## src/rtl/mdio_mgmt_pkg.sv

```systemverilog
package mdio_mgmt_pkg;
  parameter int DIV_W = 16;
  parameter int DVD_W = 8;
  parameter int PER_W = DIV_W + DVD_W + 1;

  localparam logic [11:0] OFS_RATE_EXT = 12'h000;
  localparam logic [11:0] OFS_RATE_INT = 12'h004;
  localparam logic [11:0] OFS_SCAN     = 12'h008;
  localparam logic [11:0] OFS_PARAM    = 12'h23C;
  localparam logic [11:0] OFS_RDATA    = 12'h240;
  localparam logic [11:0] OFS_ADDR     = 12'h244;
  localparam logic [11:0] OFS_CMD      = 12'h248;
  localparam logic [11:0] OFS_STAT     = 12'h24C;

  // MDC period in core clocks: divisor (zero counts as one) times dividend+1, at least 2
  function automatic logic [PER_W-1:0] mdc_period(input logic [DIV_W-1:0] dv,
                                                  input logic [DVD_W-1:0] dd);
    logic [PER_W-1:0] d, m, p;
    d = (dv == '0) ? PER_W'(1) : PER_W'(dv);
    m = PER_W'(dd) + PER_W'(1);
    p = d * m;
    return (p < PER_W'(2)) ? PER_W'(2) : p;
  endfunction

  // 32 bits that follow the preamble
  function automatic logic [31:0] frame_word(input logic c45, input logic addr_ph,
                                             input logic rd, input logic [4:0] phy,
                                             input logic [4:0] dev, input logic [15:0] payload);
    logic [1:0] st, op;
    st = c45 ? 2'b00 : 2'b01;
    if (c45 && addr_ph) op = 2'b00;
    else if (c45)       op = rd ? 2'b11 : 2'b01;
    else                op = rd ? 2'b10 : 2'b01;
    return {st, op, phy, dev, 2'b10, payload};
  endfunction
endpackage

```

## src/rtl/mdio_mdc_gen.sv

```systemverilog
module mdio_mdc_gen
  import mdio_mgmt_pkg::*;
(
  input  logic             clk,
  input  logic             rst_n,
  input  logic             run,
  input  logic [PER_W-1:0] period,
  output logic             mdc,
  output logic             rise_evt,
  output logic             bit_end
);
  logic [PER_W-1:0] cnt;
  logic [PER_W-1:0] half;

  assign half = period >> 1;

  always_ff @(posedge clk) begin
    if (!rst_n)                       cnt <= '0;
    else if (!run)                    cnt <= '0;
    else if (cnt == period - 1'b1)    cnt <= '0;
    else                              cnt <= cnt + 1'b1;
  end

  assign mdc      = run && (cnt >= half);
  assign rise_evt = run && (cnt == half);
  assign bit_end  = run && (cnt == period - 1'b1);
endmodule

```

## src/rtl/mdio_frame_engine.sv

```systemverilog
module mdio_frame_engine
  import mdio_mgmt_pkg::*;
(
  input  logic             clk,
  input  logic             rst_n,
  input  logic             start,
  input  logic             abort,
  input  logic             is_read,
  input  logic             c45,
  input  logic [4:0]       phy,
  input  logic [20:0]      regword,
  input  logic [15:0]      wdata,
  input  logic [PER_W-1:0] period_in,
  input  logic             rise_evt,
  input  logic             bit_end,
  input  logic             mdio_i,
  output logic [PER_W-1:0] period_q,
  output logic             busy,
  output logic             done,
  output logic             mdio_o,
  output logic             mdio_oe,
  output logic [15:0]      rd_data
);
  logic        rd_q, c45_q, addr_ph;
  logic [4:0]  phy_q;
  logic [20:0] reg_q;
  logic [15:0] wd_q;
  logic [5:0]  bit_idx;
  logic [31:0] cur_word;
  logic        data_rd, released, last_bit;

  assign cur_word = frame_word(c45_q, addr_ph, rd_q, phy_q,
                               c45_q ? reg_q[20:16] : reg_q[4:0],
                               addr_ph ? reg_q[15:0] : wd_q);
  assign data_rd  = rd_q && !addr_ph;
  assign released = data_rd && (bit_idx >= 6'd46);
  assign last_bit = (bit_idx == 6'd63);
  assign mdio_oe  = busy && !released;
  assign mdio_o   = mdio_oe && (bit_idx[5] ? cur_word[~bit_idx[4:0]] : 1'b1);

  always_ff @(posedge clk) begin
    if (!rst_n) begin
      busy <= 1'b0; done <= 1'b0; rd_q <= 1'b0; c45_q <= 1'b0; addr_ph <= 1'b0;
      phy_q <= '0; reg_q <= '0; wd_q <= '0; bit_idx <= '0; rd_data <= '0;
      period_q <= PER_W'(2);
    end else if (abort) begin
      busy <= 1'b0;
      done <= 1'b0;
    end else if (start) begin
      busy <= 1'b1; done <= 1'b0; rd_q <= is_read; c45_q <= c45; addr_ph <= c45;
      phy_q <= phy; reg_q <= regword; wd_q <= wdata; bit_idx <= '0; rd_data <= '0;
      period_q <= period_in;
    end else if (busy) begin
      if (rise_evt && data_rd && (bit_idx >= 6'd48))
        rd_data <= {rd_data[14:0], mdio_i};
      if (bit_end) begin
        if (!last_bit) begin
          bit_idx <= bit_idx + 1'b1;
        end else if (addr_ph) begin
          addr_ph <= 1'b0;
          bit_idx <= '0;
        end else begin
          busy <= 1'b0;
          done <= 1'b1;
        end
      end
    end
  end
endmodule

```

## src/rtl/mdio_mgmt_master.sv

```systemverilog
module mdio_mgmt_master
  import mdio_mgmt_pkg::*;
#(
  parameter int ADDR_W = 12
) (
  input  logic              clk,
  input  logic              rst_n,
  input  logic              reg_wr,
  input  logic              reg_rd,
  input  logic [ADDR_W-1:0] reg_addr,
  input  logic [31:0]       reg_wdata,
  output logic [31:0]       reg_rdata,
  output logic              mdc,
  output logic              mdio_o,
  output logic              mdio_oe,
  input  logic              mdio_i,
  output logic              bus_internal,
  output logic [2:0]        bus_index,
  output logic              ext_mstr_block
);
  localparam int RATE_W = DVD_W + DIV_W;

  logic [RATE_W-1:0] rate_ext, rate_int;
  logic              scan_q;
  logic [25:0]       param_q;
  logic [20:0]       addr_q;
  logic [1:0]        cmd_q;
  logic              eng_busy, stat_done;
  logic [15:0]       rd_data;
  logic [PER_W-1:0]  period_sel, period_q;
  logic              rise_evt, bit_end;
  logic              cmd_wr, start_req, abort_req;
  logic [RATE_W-1:0] rate_sel;

  assign cmd_wr    = reg_wr && (reg_addr == ADDR_W'(OFS_CMD));
  assign abort_req = cmd_wr && (reg_wdata == 32'd0);
  assign start_req = cmd_wr && (reg_wdata[31:2] == '0) && (reg_wdata[1] ^ reg_wdata[0])
                     && !eng_busy && !stat_done;

  assign rate_sel   = param_q[25] ? rate_int : rate_ext;
  assign period_sel = mdc_period(rate_sel[DIV_W-1:0], rate_sel[RATE_W-1:DIV_W]);

  always_ff @(posedge clk) begin
    if (!rst_n) begin
      rate_ext <= '0; rate_int <= '0; scan_q <= 1'b0;
      param_q <= '0; addr_q <= '0; cmd_q <= '0;
    end else if (reg_wr) begin
      unique case (reg_addr)
        ADDR_W'(OFS_RATE_EXT): rate_ext <= reg_wdata[RATE_W-1:0];
        ADDR_W'(OFS_RATE_INT): rate_int <= reg_wdata[RATE_W-1:0];
        ADDR_W'(OFS_SCAN):     scan_q   <= reg_wdata[28];
        ADDR_W'(OFS_PARAM):    param_q  <= reg_wdata[25:0];
        ADDR_W'(OFS_ADDR):     addr_q   <= reg_wdata[20:0];
        ADDR_W'(OFS_CMD):      cmd_q    <= reg_wdata[1:0];
        default: ;
      endcase
    end
  end

  always_ff @(posedge clk) begin
    if (!rst_n) reg_rdata <= '0;
    else if (reg_rd) begin
      unique case (reg_addr)
        ADDR_W'(OFS_RATE_EXT): reg_rdata <= 32'(rate_ext);
        ADDR_W'(OFS_RATE_INT): reg_rdata <= 32'(rate_int);
        ADDR_W'(OFS_SCAN):     reg_rdata <= {3'b0, scan_q, 28'b0};
        ADDR_W'(OFS_PARAM):    reg_rdata <= {6'b0, param_q};
        ADDR_W'(OFS_RDATA):    reg_rdata <= {16'b0, rd_data};
        ADDR_W'(OFS_ADDR):     reg_rdata <= {11'b0, addr_q};
        ADDR_W'(OFS_CMD):      reg_rdata <= {30'b0, cmd_q};
        ADDR_W'(OFS_STAT):     reg_rdata <= {31'b0, stat_done};
        default:               reg_rdata <= '0;
      endcase
    end
  end

  assign bus_internal   = param_q[25];
  assign bus_index      = param_q[24:22];
  assign ext_mstr_block = scan_q;

  mdio_frame_engine u_eng (
    .clk(clk), .rst_n(rst_n), .start(start_req), .abort(abort_req),
    .is_read(reg_wdata[1]), .c45(param_q[21]), .phy(param_q[20:16]),
    .regword(addr_q), .wdata(param_q[15:0]), .period_in(period_sel),
    .rise_evt(rise_evt), .bit_end(bit_end), .mdio_i(mdio_i),
    .period_q(period_q), .busy(eng_busy), .done(stat_done),
    .mdio_o(mdio_o), .mdio_oe(mdio_oe), .rd_data(rd_data)
  );

  mdio_mdc_gen u_mdc (
    .clk(clk), .rst_n(rst_n), .run(eng_busy), .period(period_q),
    .mdc(mdc), .rise_evt(rise_evt), .bit_end(bit_end)
  );
endmodule

```

## config.mk

```make
export PLATFORM = sky130hd
export DESIGN_NAME = mdio_mgmt_master
export DESIGN_NICKNAME = d
export VERILOG_FILES = /design/src/rtl/mdio_mgmt_pkg.sv /design/src/rtl/mdio_mdc_gen.sv /design/src/rtl/mdio_frame_engine.sv /design/src/rtl/mdio_mgmt_master.sv
export SDC_FILE = /design/constraint.sdc
export NUM_CORES = 1
export LEC_CHECK = 0
export BUFFER_PORTS_ARGS = -buffer_cell sky130_fd_sc_hd__clkbuf_2
export CORE_AREA = 2 2 268 138
export CTS_BUF_LIST = sky130_fd_sc_hd__clkbuf_16
export CTS_CLUSTER_DIAMETER = 80
export CTS_CLUSTER_SIZE = 12
export DETAILED_ROUTE_END_ITERATION = 7
export DIE_AREA = 0 0 270 140
export PLACE_DENSITY_LB_ADDON = 0.12
export SETUP_SLACK_MARGIN = 0.1
export SYNTH_ARGS = -nofsm -noshare
export SYNTH_HDL_FRONTEND = slang
export SYNTH_HIERARCHICAL = 1
export SYNTH_SLANG_ARGS = --single-unit
```

## constraint.sdc

```tcl
create_clock -name clk -period 21 [get_ports clk]
set_clock_uncertainty 0.05 [all_clocks]
set_input_delay 1.05 -clock clk [delete_from_list [all_inputs] [get_ports clk]]
set_output_delay 1.05 -clock clk [all_outputs]
set_load 0.05 [all_outputs]
```

==> results of run 1 <==
-- worst min-delay path: stages (launching register included) --
cell and delay (ns):
dfxtp_1 0.31, nand2_1 0.04, a21boi_0 0.06
-- worst paths after layout --
check	end	slack, ns	depth (start not counted)
hold reg to reg	u_eng/wd_q[8]	0.41	2
setup reg to reg	u_eng/period_q[0]	12.74	26
setup / recovery	u_eng/period_q[0]	12.74	26
hold / removal	u_eng/wd_q[8]	0.41	2
-- cell usage in the layout, fill, tap and decap left out, drive strengths merged, types with 5 or more instances in the layout --
cell type  instances
a22oi             34
a31oi              6
xnor2             52
inv              177
o31ai              5
a21oi             54
nand4b             8
mux4              10
nand2            405
conb               5
nor4              29
nor3              42
a21boi           177
and2              12
nand2b            18
nand3             64
nor2b             54
o211ai             9
o21ai             22
or4                8
buf               26
nor3b              5
or2               14
xor2              28
or3                5
nand4             27
a211oi             6
nor2             136
o21a              23
fa                99
a222oi            24
clkbuf           106
a21o              15
mux2i             26
mux2              13
ha                75
dfxtp            244
and3               5
-- routing by layer --
layer	global-route usage, %	vias to the layer above	wire length [um]	share of wire (%)
li1	-	7175	-	-
met1	48.8	7589	28200	50
met2	35.1	752	19500	35
met3	12.3	52	7980	14
met4	4.30	6	610	1.1
met5	0	-	41	0.073
-- synth_stat cells (all sizes together) (14+ instances only) --
cell type | number | area (sq um)
xnor2 | 52 | 455
or2 | 14 | 87.6
ha | 75 | 938
inv | 177 | 664
nand4 | 27 | 169
a22oi | 34 | 255
buf | 34 | 229
nor2b | 54 | 338
xor2 | 28 | 245
nand2b | 18 | 113
nand3 | 64 | 320
nor3 | 42 | 220
a21o | 15 | 113
mux2i | 26 | 260
clkbuf | 92 | 345
o21ai | 22 | 114
dfxtp | 244 | 4880
a21oi | 54 | 270
fa | 99 | 1980
nand2 | 405 | 1520
o21a | 23 | 173
nor2 | 136 | 510
nor4 | 29 | 241
a21boi | 177 | 1330
a222oi | 24 | 240
-- cell type report --
type	instances	area share [%]
timing repair buffer	108	3.23
multi-input combinational	1571	60.6
clock inverter	3	0.153
tap	484	3.23
antenna	1	0.0133
inverter	177	3.54
clock buffer	24	3.20
sequential	244	26.0
-- cell families after synthesis --
kind of cell | synth area share, %
simple gates | 22.8
compound gates | 17.7
buf+inv | 7.10
flops | 28.0
fa+ha+maj | 16.7
xor+xnor | 4.02
mux | 3.62
other cells | 0.0215
-- flip-flops by register name, indices dropped and copies added, names as in the netlist, 2 cells and up --
register	flops
u_eng/period_q	25
u_eng/reg_q	21
rate_int	24
u_eng/phy_q	5
u_eng/rd_data	16
addr_q	21
u_mdc/cnt	25
reg_rdata	27
rate_ext	24
u_eng/bit_idx	6
cmd_q	2
u_eng/wd_q	16
param_q	26
-- stage by stage --
stage          power (uW)  util (%)  std cells
5_1_grt               905      53.0       2612
3_5_place_dp          501      51.2       2584
6_report              877      53.0       2612
2_1_floorplan         488         -       2118
3_3_place_gp          501      51.2       2584
4_1_cts               885      53.0       2611
-- where the power goes --
group | switching [uW] | leakage [uW] | internal (uW)
logic | 18.7 | 0.00492 | 9.45
registers | 0.0258 | 0.00196 | 463
clock network | 184 | 0.000307 | 203
total | 203 | 0.00719 | 675
==> flow_summary_export.csv, run 1 <==
group,metric,value,unit
global_routing,antenna_found_initial,4,
die,num_io_pins,89,
synthesis,synth-seq-cells,244,
sta,finalSetupTns,0,ns
synthesis,yosys_warnings,6,
worst_setup_path,path_buf_inv,5,
sta,hold_ws,0.413,ns
clock_tree,postCtsSetupBuffers,0,
placed_design,post-dp-hpwl,43.3,mm
sta,timing.slew.headroom,10.6,%
worst_setup_path,regToRegStartpoint,"param_q[25]",
die,num_rows,49,
sta,setup_viol,0,
worst_setup_path,slowest_delay,0.73,ns
placed_design,io_buffers,83,
die,fp.dieArea,37800,sq um
cells_and_area,drive_gt1_share,9.50,%
worst_setup_path,crit_family,"adder cells",
clock_tree,numCtsBuffers,24,
synthesis,ys_types,85,
worst_setup_path,crit_required,21.36,ns
routing,postRouteAntennaNets,0,
power,ir_drop,0.0529,mV
clock_tree,cts.sinks,244,
die,initial_core_util,49.3,%
die,die_y,140,um
cells_and_area,area_delta_synth_final,7.61,%
worst_setup_path,crit_path_frequent_cell,"fa_1",
sta,max_freq,0.121,GHz
worst_setup_path,endpoint_kind,"flip-flop",
sta,rsz0062_at_grt,"false",
global_routing,gr-total-overflow,0,
cells_and_area,multi_input_area,11400,sq um
job,max-cap-violations,0,
die,core,35400,sq um
routing,wl,56.4,mm
cells_and_area,nFillCells,3355,
clock_tree,cts_tree,"yes",
sta,hold_violations,0,
sta,finalMaxSlewViolations,0,
outcome,violations,"DRC",
power,pwr_density_cell,46.8,nW/um^2
placed_design,gp_congestion,0.947,
routing,drc,6,
sta,worstMarginPinSlew,1.34,ns
synthesis,async_flop_share,0,%
placed_design,place_area,18100,sq um
synthesis,avgSynthCellArea,8.25,sq um
global_routing,grt_pass1_wl,87.1,mm
clock_tree,clock_latency,0.55,ns
clock_tree,cts.htree.levels,1,
synthesis,synth_area,17400,sq um
clock_tree,clockBufferDepth,3,
global_routing,grt_pass1_vias,14373,
min_path,min_from,"u_eng/wd_q[8]",
worst_setup_path,cpMaxStageDelayCell,"xor2_2",
clock_tree,ctsHoldBuffers,0,
outcome,outcome,"complete, but fails checks",
cells_and_area,regArea,4890,sq um
clock_tree,ctsRootBufferMaster,"clkbuf_16",
worst_setup_path,crit_start,"param_q[25]",
sta,period_minus_slack,8.26,ns
routing,drt_iter0_drc,1947,
routing,routedWlPerCell,21.6,um
die,die_width,270,um
cells_and_area,finalInstanceArea,18800,sq um
placed_design,place_ws,12.50,ns
routing,drt_first_pass_iters,8,
clock_tree,cts-resized-gates,0,
cells_and_area,nets,2349,
sta,layout_setup_ws,12.74,ns
worst_setup_path,critical_path_arrival,8.62,ns
routing,vias,15574,
synthesis,synthCells,2114,
synthesis,synth_flop_cell,"dfxtp_1",
worst_setup_path,path_max_fanout,31,
synthesis,synth_edf_count,0,
routing,viasPerCell,5.96,
clock_tree,clk_pin_slew,0.06,ns
power,leakagePower,0.00719,uW
worst_setup_path,critPathLaunchType,"flip-flop",
min_path,hp-class,"reg2reg",
synthesis,seq_area_frac_synth,28.0,%
global_routing,grt_use_total,29.9,%
global_routing,grt_max_degree,118,
worst_setup_path,critical_path_class,"reg2reg",
sta,finalCritPeriodShare,39.3,%
Note: power is estimated with default switching activity, not from simulation.
==> run 2, diff against run 1 <==
--- a/config.mk
+++ b/config.mk
@@ -5,13 +5,14 @@
 export SDC_FILE = /design/constraint.sdc
 export NUM_CORES = 1
 export LEC_CHECK = 0
+export ABC_AREA = 1
 export BUFFER_PORTS_ARGS = -buffer_cell sky130_fd_sc_hd__clkbuf_2
-export CORE_AREA = 2 2 268 138
+export CORE_AREA = 2 2 269 138
 export CTS_BUF_LIST = sky130_fd_sc_hd__clkbuf_16
 export CTS_CLUSTER_DIAMETER = 80
 export CTS_CLUSTER_SIZE = 12
 export DETAILED_ROUTE_END_ITERATION = 7
-export DIE_AREA = 0 0 270 140
+export DIE_AREA = 0 0 271 140
 export PLACE_DENSITY_LB_ADDON = 0.12
 export SETUP_SLACK_MARGIN = 0.1
 export SYNTH_ARGS = -nofsm -noshare
==> constraint.sdc (replaced) <==
create_clock -name clk -period 8.15 [get_ports clk]
set_clock_uncertainty 0.05 [all_clocks]
set_input_delay 0.4075 -clock clk [delete_from_list [all_inputs] [get_ports clk]]
set_output_delay 0.4075 -clock clk [all_outputs]
set_load 0.05 [all_outputs]
==> flow_summary_export.csv, run 2 <==
group,metric,value,unit
die,num_rows,49,
worst_setup_path,regToRegStartpoint,"param_q[25]",
worst_setup_path,r2r-end,"u_eng/period_q[0]",
worst_setup_path,critical_path_arrival,7.38,ns
cells_and_area,final_cell_mix,"nand2_1 (546), inv_1 (414), nor2_1 (363)",
synthesis,avgSynthCellArea,6.77,sq um
global_routing,grt_pass1_wl,89.1,mm
die,num_io_pins,89,
sta,hold_violations,0,
clock_tree,ctsRootBufferMaster,"clkbuf_16",
synthesis,seq_area_frac_synth,27.8,%
clock_tree,clock_latency,0.54,ns
min_path,min_from,"mdio_i",
synthesis,yosys_warnings,6,
min_path,hp-class,"in2reg",
cells_and_area,drive_gt1_share,7.52,%
cells_and_area,nets,2843,
cells_and_area,largest_reg_flops,27,
clock_tree,cts-resized-gates,0,
sta,worstMarginPinSlew,1.25,ns
synthesis,yosys-top-cells-count,"nand2_1 (546), inv_1 (414), nor2_1 (364)",
clock_tree,cts.sinks,244,
job,max-cap-violations,0,
global_routing,gr-total-overflow,0,
cells_and_area,area_delta_synth_final,7.58,%
synthesis,yosys.area.top_type,"dfxtp_1",
global_routing,antenna_found_initial,2,
synthesis,synthTopCellsByArea,"dfxtp_1 (28%), nand2_1 (12%), fa_1 (11%), inv_1 (8.8%), nor2_1 (7.8%)",
synthesis,synth-seq-cells,244,
clock_tree,cts_tree,"yes",
cells_and_area,regMostFlops,"reg_rdata",
routing,drt_iter0_drc,1674,
clock_tree,clockBufferDepth,3,
routing,wl,57.7,mm
power,ir_drop,0.116,mV
die,die_width,271,um
sta,rsz0062_at_grt,"false",
routing,viasPerCell,5.42,
global_routing,grt_max_degree,96,
routing,routedWlPerCell,18.6,um
placed_design,place_area,18200,sq um
synthesis,synthSimpleGateAreaFrac,27.5,%
synthesis,synth_edf_count,0,
synthesis,synth.most_common_cell,"nand2_1",
sta,max_freq,0.143,GHz
worst_setup_path,r2r_cells,32,
synthesis,synthCells,2598,
die,die_y,140,um
power,pwr_density_cell,123,nW/um^2
sta,finalMaxSlewViolations,0,
clock_tree,cts.htree.levels,1,
routing,drc,0,
clock_tree,clk_pin_slew,0.07,ns
routing,drt_first_pass_iters,5,
synthesis,yosysTopAreaCellShare,27.8,%
sta,finalCritPeriodShare,86.0,%
worst_setup_path,cpMaxStageDelayCell,"dfxtp_1",
min_path,hold-path-endpoint,"u_eng/rd_data[0]",
global_routing,grt_pass1_vias,15776,
synthesis,synthMuxAreaShare,0,%
synthesis,synth_area,17600,sq um
synthesis,synth_top_family_by_area,"simple AND/OR/NAND/NOR gates",
worst_setup_path,r2r_slack,1.14,ns
cells_and_area,reg_top3,"reg_rdata (27), param_q (26)",
placed_design,post-dp-hpwl,45.5,mm
synthesis,async_flop_share,0,%
placed_design,io_buffers,83,
cells_and_area,layout_commonest_cell,"nand2_1",
routing,vias,16850,
cells_and_area,nFillCells,3577,
worst_setup_path,endpoint_kind,"flip-flop",
worst_setup_path,critical_path_class,"reg2reg",
outcome,outcome,"complete, no violations",
placed_design,gp_congestion,0.991,
global_routing,grt_use_total,29.9,%
clock_tree,ctsHoldBuffers,0,
synthesis,synth_compound_area_share,13.5,%
min_path,hold_depth,3,
sta,finalSetupTns,0,ns
synthesis,synth_flop_cell,"dfxtp_1",
clock_tree,postCtsSetupBuffers,0,
clock_tree,numCtsBuffers,24,
sta,setup_viol,0,
die,core,35500,sq um
sta,timing.slew.headroom,15.7,%
synthesis,ys_types,56,
die,fp.dieArea,37900,sq um
power,leakagePower,0.00857,uW
worst_setup_path,slowest_delay,0.61,ns
routing,postRouteAntennaNets,0,
worst_setup_path,path_max_fanout,35,
die,initial_core_util,49.6,%
synthesis,synth-xor-area-share,2.58,%
synthesis,synthAdderAreaFrac,16.6,%
sta,period_minus_slack,7.01,ns
worst_setup_path,crit_required,8.53,ns
cells_and_area,finalInstanceArea,18900,sq um
cells_and_area,utilization,53.3,%
worst_setup_path,critPathLaunchType,"flip-flop",
[run 2: cell count changes in the layout (fill, tap and decap cells not counted), sizes merged, moves of 54 or more]
cell	change
nor2	+264
inv	+246
o21ai	+202
a21boi	-175
nand2	+150
a21oi	+120
nor2b	-54
[run 2: per-stage QoR]
step	worst slack [ns]	std cells	hold WS [ns]	power, uW
detailed placement	1.29	3078	0.399	1300
global placement	1.29	3078	0.390	1300
finish	1.14	3107	0.0486	2330
global route	0.658	3106	0.0765	2390
floorplan	2.06	2602	0.375	1260
CTS	1.24	3105	0.0408	2340
[run 2: kinds of logic after synthesis]
| kind of cell | count (synthesis) |
|---|---|
| buffers and inverters | 535 |
| AO/OA/AOI/OAI | 446 |
| adder cells (fa/ha/maj) | 174 |
| AND/OR/NAND/NOR | 1147 |
| other | 1 |
| XOR/XNOR | 51 |
| flip-flops | 244 |
[run 2: layout make-up]
| class | instances | area (sq um) | area share, % |
|---|---|---|---|
| Antenna cell | 2 | 5.00 | 0.0264 |
| Timing Repair Buffer | 100 | 546 | 2.88 |
| Clock buffer | 24 | 601 | 3.17 |
| Multi-Input combinational cell | 1823 | 10600 | 56.0 |
| Sequential cell | 244 | 4880 | 25.8 |
| Tap cell | 484 | 606 | 3.20 |
| Clock inverter | 3 | 76.3 | 0.403 |
| Inverter | 427 | 1610 | 8.48 |
[run 2: worst max path at each step]
stage	start	to	cells past startpoint
after detailed placement	param_q[25]	u_eng/period_q[0]	32
after floorplan	param_q[25]	u_eng/period_q[0]	35
after global routing	param_q[25]	u_eng/period_q[0]	33
after global placement	param_q[25]	u_eng/period_q[0]	31
final	param_q[25]	u_eng/period_q[0]	32
after CTS	param_q[25]	u_eng/period_q[0]	32
[run 2: report_power, final]
group          internal, uW  leakage (uW)  switching (uW)  total, uW
clock                   585      0.000331             473       1060
sequential             1190       0.00196          0.0587       1190
combinational          18.7       0.00627            60.5       79.2
total                  1800       0.00857             533       2330
[run 2: metal layers]
layer | routed length [um] | GRT usage [%] | up-vias | part of all wire, %
li1 | - | - | 8152 | -
met1 | 28900 | 47.0 | 7919 | 50
met2 | 22000 | 40.4 | 720 | 38
met3 | 6240 | 8.73 | 59 | 11
met4 | 682 | 4.33 | 0 | 1.2
met5 | 0 | 0 | - | 0
[run 2: worst max-delay path: cells and delay by family, from the launching register on]
family	cells	cell delay [ns]
AOI/OAI and AO/OA	2	0.32
xor gates and xnor gates	1	0.28
adders and majority gates	6	2.84
buffers and inverters	8	0.89
and+or+nand+nor	15	1.89
DFF	1	0.61
